<file path="config.mk">
export PLATFORM = sky130hd
export DESIGN_NAME = pc_sequencer
export DESIGN_NICKNAME = d
export VERILOG_FILES = /design/src/rtl/pcseq_pkg.sv /design/src/rtl/pcseq_decode.sv /design/src/rtl/pcseq_stack.sv /design/src/rtl/pcseq_next.sv /design/src/rtl/pc_sequencer.sv
export SDC_FILE = /design/constraint.sdc
export NUM_CORES = 1
export LEC_CHECK = 0
export ABC_AREA = 0
export BUFFER_PORTS_ARGS = -buffer_cell sky130_fd_sc_hd__buf_2
export CORE_ASPECT_RATIO = 2
export CORE_UTILIZATION = 37
export CTS_CLUSTER_DIAMETER = 60
export CTS_CLUSTER_SIZE = 30
export DETAILED_ROUTE_END_ITERATION = 6
export SYNTH_ARGS = -nofsm -noshare
export SYNTH_HDL_FRONTEND = slang
export SYNTH_SLANG_ARGS = --single-unit
export TNS_END_PERCENT = 1
</file>
<file path="constraint.sdc">
create_clock -name clk -period 2.8 [get_ports clk]
set_input_delay 0.14 -clock clk [delete_from_list [all_inputs] [get_ports clk]]
set_output_delay 0.14 -clock clk [all_outputs]
set_load 0.02 [all_outputs]
</file>
<file path="src/rtl/pcseq_pkg.sv">
package pcseq_pkg;

  typedef enum logic [2:0] {
    OP_SEQ   = 3'd0,
    OP_GOTO  = 3'd1,
    OP_CALL  = 3'd2,
    OP_RET   = 3'd3,
    OP_RETIE = 3'd4
  } op_e;

  // Classify a 14-bit instruction word into a flow class
  function automatic op_e classify(input logic [13:0] w);
    op_e r;
    if (w == 14'h0008)               r = OP_RET;
    else if (w == 14'h0009)          r = OP_RETIE;
    else if (w[13:10] == 4'b1101)    r = OP_RET;
    else if (w[13:11] == 3'b100)     r = OP_CALL;
    else if (w[13:11] == 3'b101)     r = OP_GOTO;
    else                             r = OP_SEQ;
    return r;
  endfunction

endpackage

</file>
<file path="src/rtl/pcseq_decode.sv">
module pcseq_decode #(
  parameter int INSTR_W = 14,
  parameter int JMP_W   = 11
) (
  input  logic [INSTR_W-1:0] instr,
  output pcseq_pkg::op_e     op,
  output logic [JMP_W-1:0]   lit
);
  always_comb begin
    op  = pcseq_pkg::classify(instr);
    lit = instr[JMP_W-1:0];
  end
endmodule

</file>
<file path="src/rtl/pcseq_stack.sv">
module pcseq_stack #(
  parameter int ADDR_W = 13,
  parameter int DEPTH  = 16
) (
  input  logic              clk,
  input  logic              rst,
  input  logic              push,
  input  logic              pop,
  input  logic [ADDR_W-1:0] push_data,
  output logic [ADDR_W-1:0] top_data
);
  localparam int SP_W = $clog2(DEPTH);

  logic [ADDR_W-1:0] mem [DEPTH];
  logic [SP_W-1:0]   sp_q;
  logic [SP_W-1:0]   sp_nxt;
  logic [SP_W-1:0]   rd_idx;

  // next stack pointer unit: wraps modulo DEPTH
  always_comb begin
    sp_nxt = sp_q;
    if (push)     sp_nxt = sp_q + SP_W'(1);
    else if (pop) sp_nxt = sp_q - SP_W'(1);
  end

  assign rd_idx   = sp_q - SP_W'(1);
  assign top_data = mem[rd_idx];

  always_ff @(posedge clk) begin
    if (rst) sp_q <= '0;
    else     sp_q <= sp_nxt;
  end

  // storage without reset so it maps to distributed RAM
  always_ff @(posedge clk) begin
    if (push && !rst) mem[sp_q] <= push_data;
  end
endmodule

</file>
<file path="src/rtl/pcseq_next.sv">
module pcseq_next #(
  parameter int              ADDR_W  = 13,
  parameter int              JMP_W   = 11,
  parameter logic [ADDR_W-1:0] VECTOR = 13'h004
) (
  input  logic                rst,
  input  logic                valid,
  input  pcseq_pkg::op_e      op,
  input  logic [ADDR_W-1:0]   pc,
  input  logic [JMP_W-1:0]    lit,
  input  logic [ADDR_W-9:0]   latch,
  input  logic                pcl_we,
  input  logic [7:0]          pcl_wdata,
  input  logic                irq_take,
  input  logic [ADDR_W-1:0]   stk_top,
  output logic [ADDR_W-1:0]   nxt
);
  localparam int LATCH_W = ADDR_W - 8;
  localparam int HI_W    = ADDR_W - JMP_W;

  logic [ADDR_W-1:0] pc_inc;
  assign pc_inc = pc + ADDR_W'(1);

  always_comb begin
    if (rst)         nxt = '0;
    else if (!valid) nxt = pc_inc;
    else begin
      unique case (op)
        pcseq_pkg::OP_RET,
        pcseq_pkg::OP_RETIE: nxt = stk_top;
        pcseq_pkg::OP_GOTO,
        pcseq_pkg::OP_CALL:  nxt = {latch[LATCH_W-1 -: HI_W], lit};
        default: begin
          if (pcl_we)        nxt = {latch, pcl_wdata};
          else if (irq_take) nxt = VECTOR;
          else               nxt = pc_inc;
        end
      endcase
    end
  end
endmodule

</file>
<file path="src/rtl/pc_sequencer.sv">
module pc_sequencer #(
  parameter int                ADDR_W      = 13,
  parameter int                INSTR_W     = 14,
  parameter int                JMP_W       = 11,
  parameter int                STACK_DEPTH = 16,
  parameter logic [ADDR_W-1:0] VECTOR      = 13'h004,
  parameter logic              IRQ_EN_INIT = 1'b1
) (
  input  logic               clk,
  input  logic               rst,
  input  logic [INSTR_W-1:0] instr,
  input  logic               skip_req,
  input  logic [ADDR_W-9:0]  addr_latch,
  input  logic               pcl_we,
  input  logic [7:0]         pcl_wdata,
  input  logic               irq,
  output logic [ADDR_W-1:0]  fetch_addr,
  output logic               squash,
  output logic               irq_en
);
  pcseq_pkg::op_e    op;
  logic [JMP_W-1:0]  lit;
  logic [ADDR_W-1:0] pc_q;
  logic              squash_q;
  logic              gie_q;
  logic              valid;
  logic              is_pop;
  logic              is_push;
  logic              irq_take;
  logic [ADDR_W-1:0] stk_top;
  logic [ADDR_W-1:0] ret_addr;

  pcseq_decode #(.INSTR_W(INSTR_W), .JMP_W(JMP_W)) u_dec (
    .instr(instr), .op(op), .lit(lit)
  );

  always_comb begin
    valid    = !squash_q;
    is_pop   = !rst && valid &&
               (op == pcseq_pkg::OP_RET || op == pcseq_pkg::OP_RETIE);
    irq_take = !rst && valid && op == pcseq_pkg::OP_SEQ && !pcl_we &&
               !skip_req && irq && gie_q;
    is_push  = !rst && valid && (op == pcseq_pkg::OP_CALL || irq_take);
    ret_addr = pc_q + ADDR_W'(1);
  end

  pcseq_stack #(.ADDR_W(ADDR_W), .DEPTH(STACK_DEPTH)) u_stk (
    .clk(clk), .rst(rst), .push(is_push), .pop(is_pop),
    .push_data(ret_addr), .top_data(stk_top)
  );

  pcseq_next #(.ADDR_W(ADDR_W), .JMP_W(JMP_W), .VECTOR(VECTOR)) u_nxt (
    .rst(rst), .valid(valid), .op(op), .pc(pc_q), .lit(lit),
    .latch(addr_latch), .pcl_we(pcl_we), .pcl_wdata(pcl_wdata),
    .irq_take(irq_take), .stk_top(stk_top), .nxt(fetch_addr)
  );

  always_ff @(posedge clk) begin
    if (rst) begin
      pc_q     <= '0;
      squash_q <= 1'b0;
      gie_q    <= IRQ_EN_INIT;
    end else begin
      pc_q     <= fetch_addr;
      squash_q <= valid && skip_req;
      if (valid && op == pcseq_pkg::OP_RETIE) gie_q <= 1'b1;
      else if (irq_take)                      gie_q <= 1'b0;
    end
  end

  assign squash = squash_q;
  assign irq_en = gie_q;
endmodule

</file>
==> results by group <==
Power and ir drop
  • Leakage: 3.82 nW
  • Cell Pwr Density: about 680 nW/um^2
  • Peak supply drop: 0.417 mV
  • Total Power: around 7.9 mW

Final layout
  • Layout cell share with drive strength beyond 1: a little under two fifths
  • FF+latch area: 6630 um^2
  • Diode count: 0
  • Final Cell Area: ~12000 um^2
  • Commonest non-fill, non-tap cells in the layout: edfxtp_1, buf_4, mux4_2
  • Multi-input logic area: 2880 um^2
  • Most common cell after layout, fill and taps aside: edfxtp_1
  • Final net count: just under 700
  • P&R area growth vs syn: 22.3%
  • Filler cell count: between 2000 and 2500

Synthesis
  • Synth warn: 0
  • Complex-gate fraction of the synthesized area: 6.39%
  • Simple-gate share of the synthesized area: under 10%
  • Seq/Total Area, Yosys: between 60% and 70%
  • Ys async rst share: 0%
  • Synthesized net count: 564
  • Synth Area in Adders: less than 1%
  • Syn avg cell area: between 15 and 20 um^2
  • Main synth FF type: edfxtp_1
  • Mapped Cells: 526
  • Largest family of logic cells by synthesized area: multiplexers
  • Netlist cell types: 57
  • Xor/xnor share of the synthesized area: between 1.5 and 2%
  • Mux contribution to synthesized area: 14.4%
  • Mapped Area: ~9500 um^2
  • #FFs+latches synth: approximately 230
  • Number of flops mapped to enable cells by yosys: around 210

STA
  • Final hold violations: 0
  • Max-slew violations: 0
  • Fmax: approximately 340 MHz
  • Slew headroom: a little under two fifths
  • RSZ-0062 raised after global routing: yes
  • Final worst clock skew: approximately 12 ps
  • Worst slew pin tran: 941 ps
  • Setup violations, final: 13
  • Post-layout min period: 2910 ps
  • Fin crit share: 104%
  • Worst Setup Slack, final: -107 ps
  • Setup TNS: -736 ps

Die
  • Starting Density: a little under two fifths
  • Die area: 26300 um^2
  • Std cell rows: 82
  • Core ar.: between 20000 and 30000 um^2
  • Die Height: 228 um
  • Chip Width: around 120 um
  • I/O pins: 47

Setup path
  • Critical path class: register to output pin
  • Crit path launch type: register
  • Worst R2R Path Depth: 6
  • Worst r2r dst: u_stk.mem[3][2]$_DFFE_PP_
  • Reg-to-Reg Start: squash$_SDFF_PP0_
  • Arr. time, crit path: approximately 2800 ps
  • Max incr delay on CP: roughly 400 ps
  • Worst Path Max Fanout: 8
  • Crit path capture type: output pin
  • Worst EP required: about 2700 ps
  • Cells along the critical path: buf_6 > or3_4 > xor2_4 > buf_12 > buf_12 > mux2i_4 > o31ai_2 > a211oi_2 > buf_4 > o22ai_2 > buf_6
  • Slowest stage cell, crit path: or3_4
  • FF-to-FF setup slack: 360 ps

Job
  • Max_cap viols: 0

Global routing
  • Vias in the first global route: about 5700
  • Initial antenna violation count: 0
  • Pin count of the biggest net entering global routing: 31
  • GR Overflow Total: 0
  • GRT Total Usage: just under 20%
  • Global-route wire length before repair: roughly 37 mm

Worst hold path
  • Worst min path class: input pin to register
  • Hold path cells: 3
  • Hold path start: addr_latch[1]
  • Worst min-delay path endpoint: pc_q[9]$_SDFF_PP0_

Clock tree
  • Clock-pin slew on the worst setup and hold paths: 100 ps
  • Clk root buf: clkbuf_16
  • Skew-Pair Late Insertion Delay: between 400 and 500 ps
  • CTS Buffer Depth: 3
  • CTS tree: built
  • CTS Buf Count: 12
  • H-tree levels: 1
  • Clock sink total: approximately 230

Route
  • Drt wl/cell: ~25 um
  • Final WL: about 25 mm
  • Vias post-DR: around 5400
  • DR DRC count: 0
  • Number of detailed-route iterations in the first pass: 5
  • Post-route ant nets: 0
  • Vias per cell: between 5 and 6
  • DRT iter0 DRCs: approximately 330

Placed design
  • Setup slack at placement: around 130 ps
  • Dpl hpwl: 16.6 mm
  • Number of port buffers: 46
  • Routability congestion estimate: between 0.8 and 0.9
  • Placed cell area: approximately 11000 um^2

Outcome
  • Violated checks: negative setup slack
  • Status: finished, violations left
-- state kept, by name (all words and copies together), names as in the netlist --
register,flops
irq_en,1
pc_q,13
squash,1
u_stk.mem,208
u_stk.sp_q,4
-- Yosys cell counts, types with 2 or more instances --
master	instances	share of area (%)
nor3_1	10	0.53
edfxtp_1	208	66
a211oi_1	14	1.1
o211ai_1	2	0.16
nor2b_1	4	0.26
dfxtp_1	19	4.0
nor2_1	21	0.83
mux4_1	4	1.1
nor3b_1	2	0.16
o21ai_0	14	0.74
ha_1	6	0.79
nor4_1	2	0.13
nand3_1	9	0.48
buf_4	3	0.24
a2111oi_0	2	0.18
and2_1	8	0.53
a22oi_1	10	0.79
nand2_1	20	0.79
and3_1	4	0.26
o2bb2ai_1	4	0.37
clkbuf_1	10	0.40
xor2_1	3	0.28
o22ai_1	2	0.13
inv_1	8	0.32
a2111oi_2	2	0.32
a221o_1	4	0.42
mux2i_1	18	1.9
buf_6	4	0.48
a21oi_1	9	0.48
xnor2_1	12	1.1
mux4_2	48	11
buf_2	11	0.58
o32ai_1	2	0.18
o31ai_1	4	0.32
-- repair_timing --
item	4_1_cts	5_1_grt
hold buffers	10	0
pin swaps	16	6
buffers inserted	15	5
endpoints found under the setup margin	13	13
gates cloned	5	0
hold endpoints to repair	11	0
gates resized for setup	42	13
-- worst max-delay path: cells and delay by family (launching register included) --
family	cells	cell delay, ps
mux	1	260
xor+xnor	1	160
compound gates	3	370
simple gates	1	400
buf+inv	5	740
flops	1	340
-- metrics by stage --
| stage | std cells | util [%] | hold WS, ps |
|---|---|---|---|
| 3_3_place_gp | 939 | 41.9 | 380 |
| 5_1_grt | 990 | 46.1 | 16.5 |
| 4_1_cts | 986 | 45.6 | 9.67 |
| 3_5_place_dp | 939 | 41.9 | 384 |
| 2_1_floorplan | 526 | - | 262 |
| 6_report | 990 | 46.1 | 14.0 |
-- worst max-delay path by stage --
stage | cells past startpoint | to | slack [ps] | from
global placement | 9 | fetch_addr[0] | 190 | u_stk.sp_q[1]$_SDFFE_PP0P_
finish | 11 | fetch_addr[0] | -110 | u_stk.sp_q[1]$_SDFFE_PP0P_
detailed placement | 9 | fetch_addr[0] | 130 | u_stk.sp_q[1]$_SDFFE_PP0P_
floorplan | 13 | fetch_addr[9] | -140 | u_stk.sp_q[0]$_SDFFE_PP0P_
CTS | 8 | fetch_addr[12] | -110 | u_stk.sp_q[0]$_SDFFE_PP0P_
global route | 10 | fetch_addr[1] | -180 | u_stk.sp_q[0]$_SDFFE_PP0P_
-- cell families after synthesis --
family | after synthesis
flip-flops | 227
AND/OR/NAND/NOR | 90
AO/OA/AOI/OAI | 81
multiplexers | 70
buffers and inverters | 36
XOR/XNOR | 16
adder cells (fa/ha/maj) | 6
-- where the power goes --
group | switching, mW | total (mW) | internal, mW
sequential | 0.0317 | 3.83 | 3.79
clock | 1.09 | 2.05 | 0.968
combinational | 0.985 | 1.98 | 0.993
-- layer usage --
layer,up-vias,wire length (um),track usage [%],part of all wire [%]
met5,-,0,0,0
met4,0,1540,12.6,6.1
met3,58,1060,3.43,4.2
met2,177,14100,37.1,56
met1,2789,8430,19.6,34
li1,2384,-,-,-
-- final cells by class --
cell class | instances | area share, %
multi-input combinational | 263 | 24.9
timing repair buffer | 139 | 10.6
tap | 336 | 3.63
clock inverter | 4 | 0.605
sequential | 227 | 57.2
inverter | 8 | 0.259
clock buffer | 13 | 2.81
(Power assumes the default switching activity.)
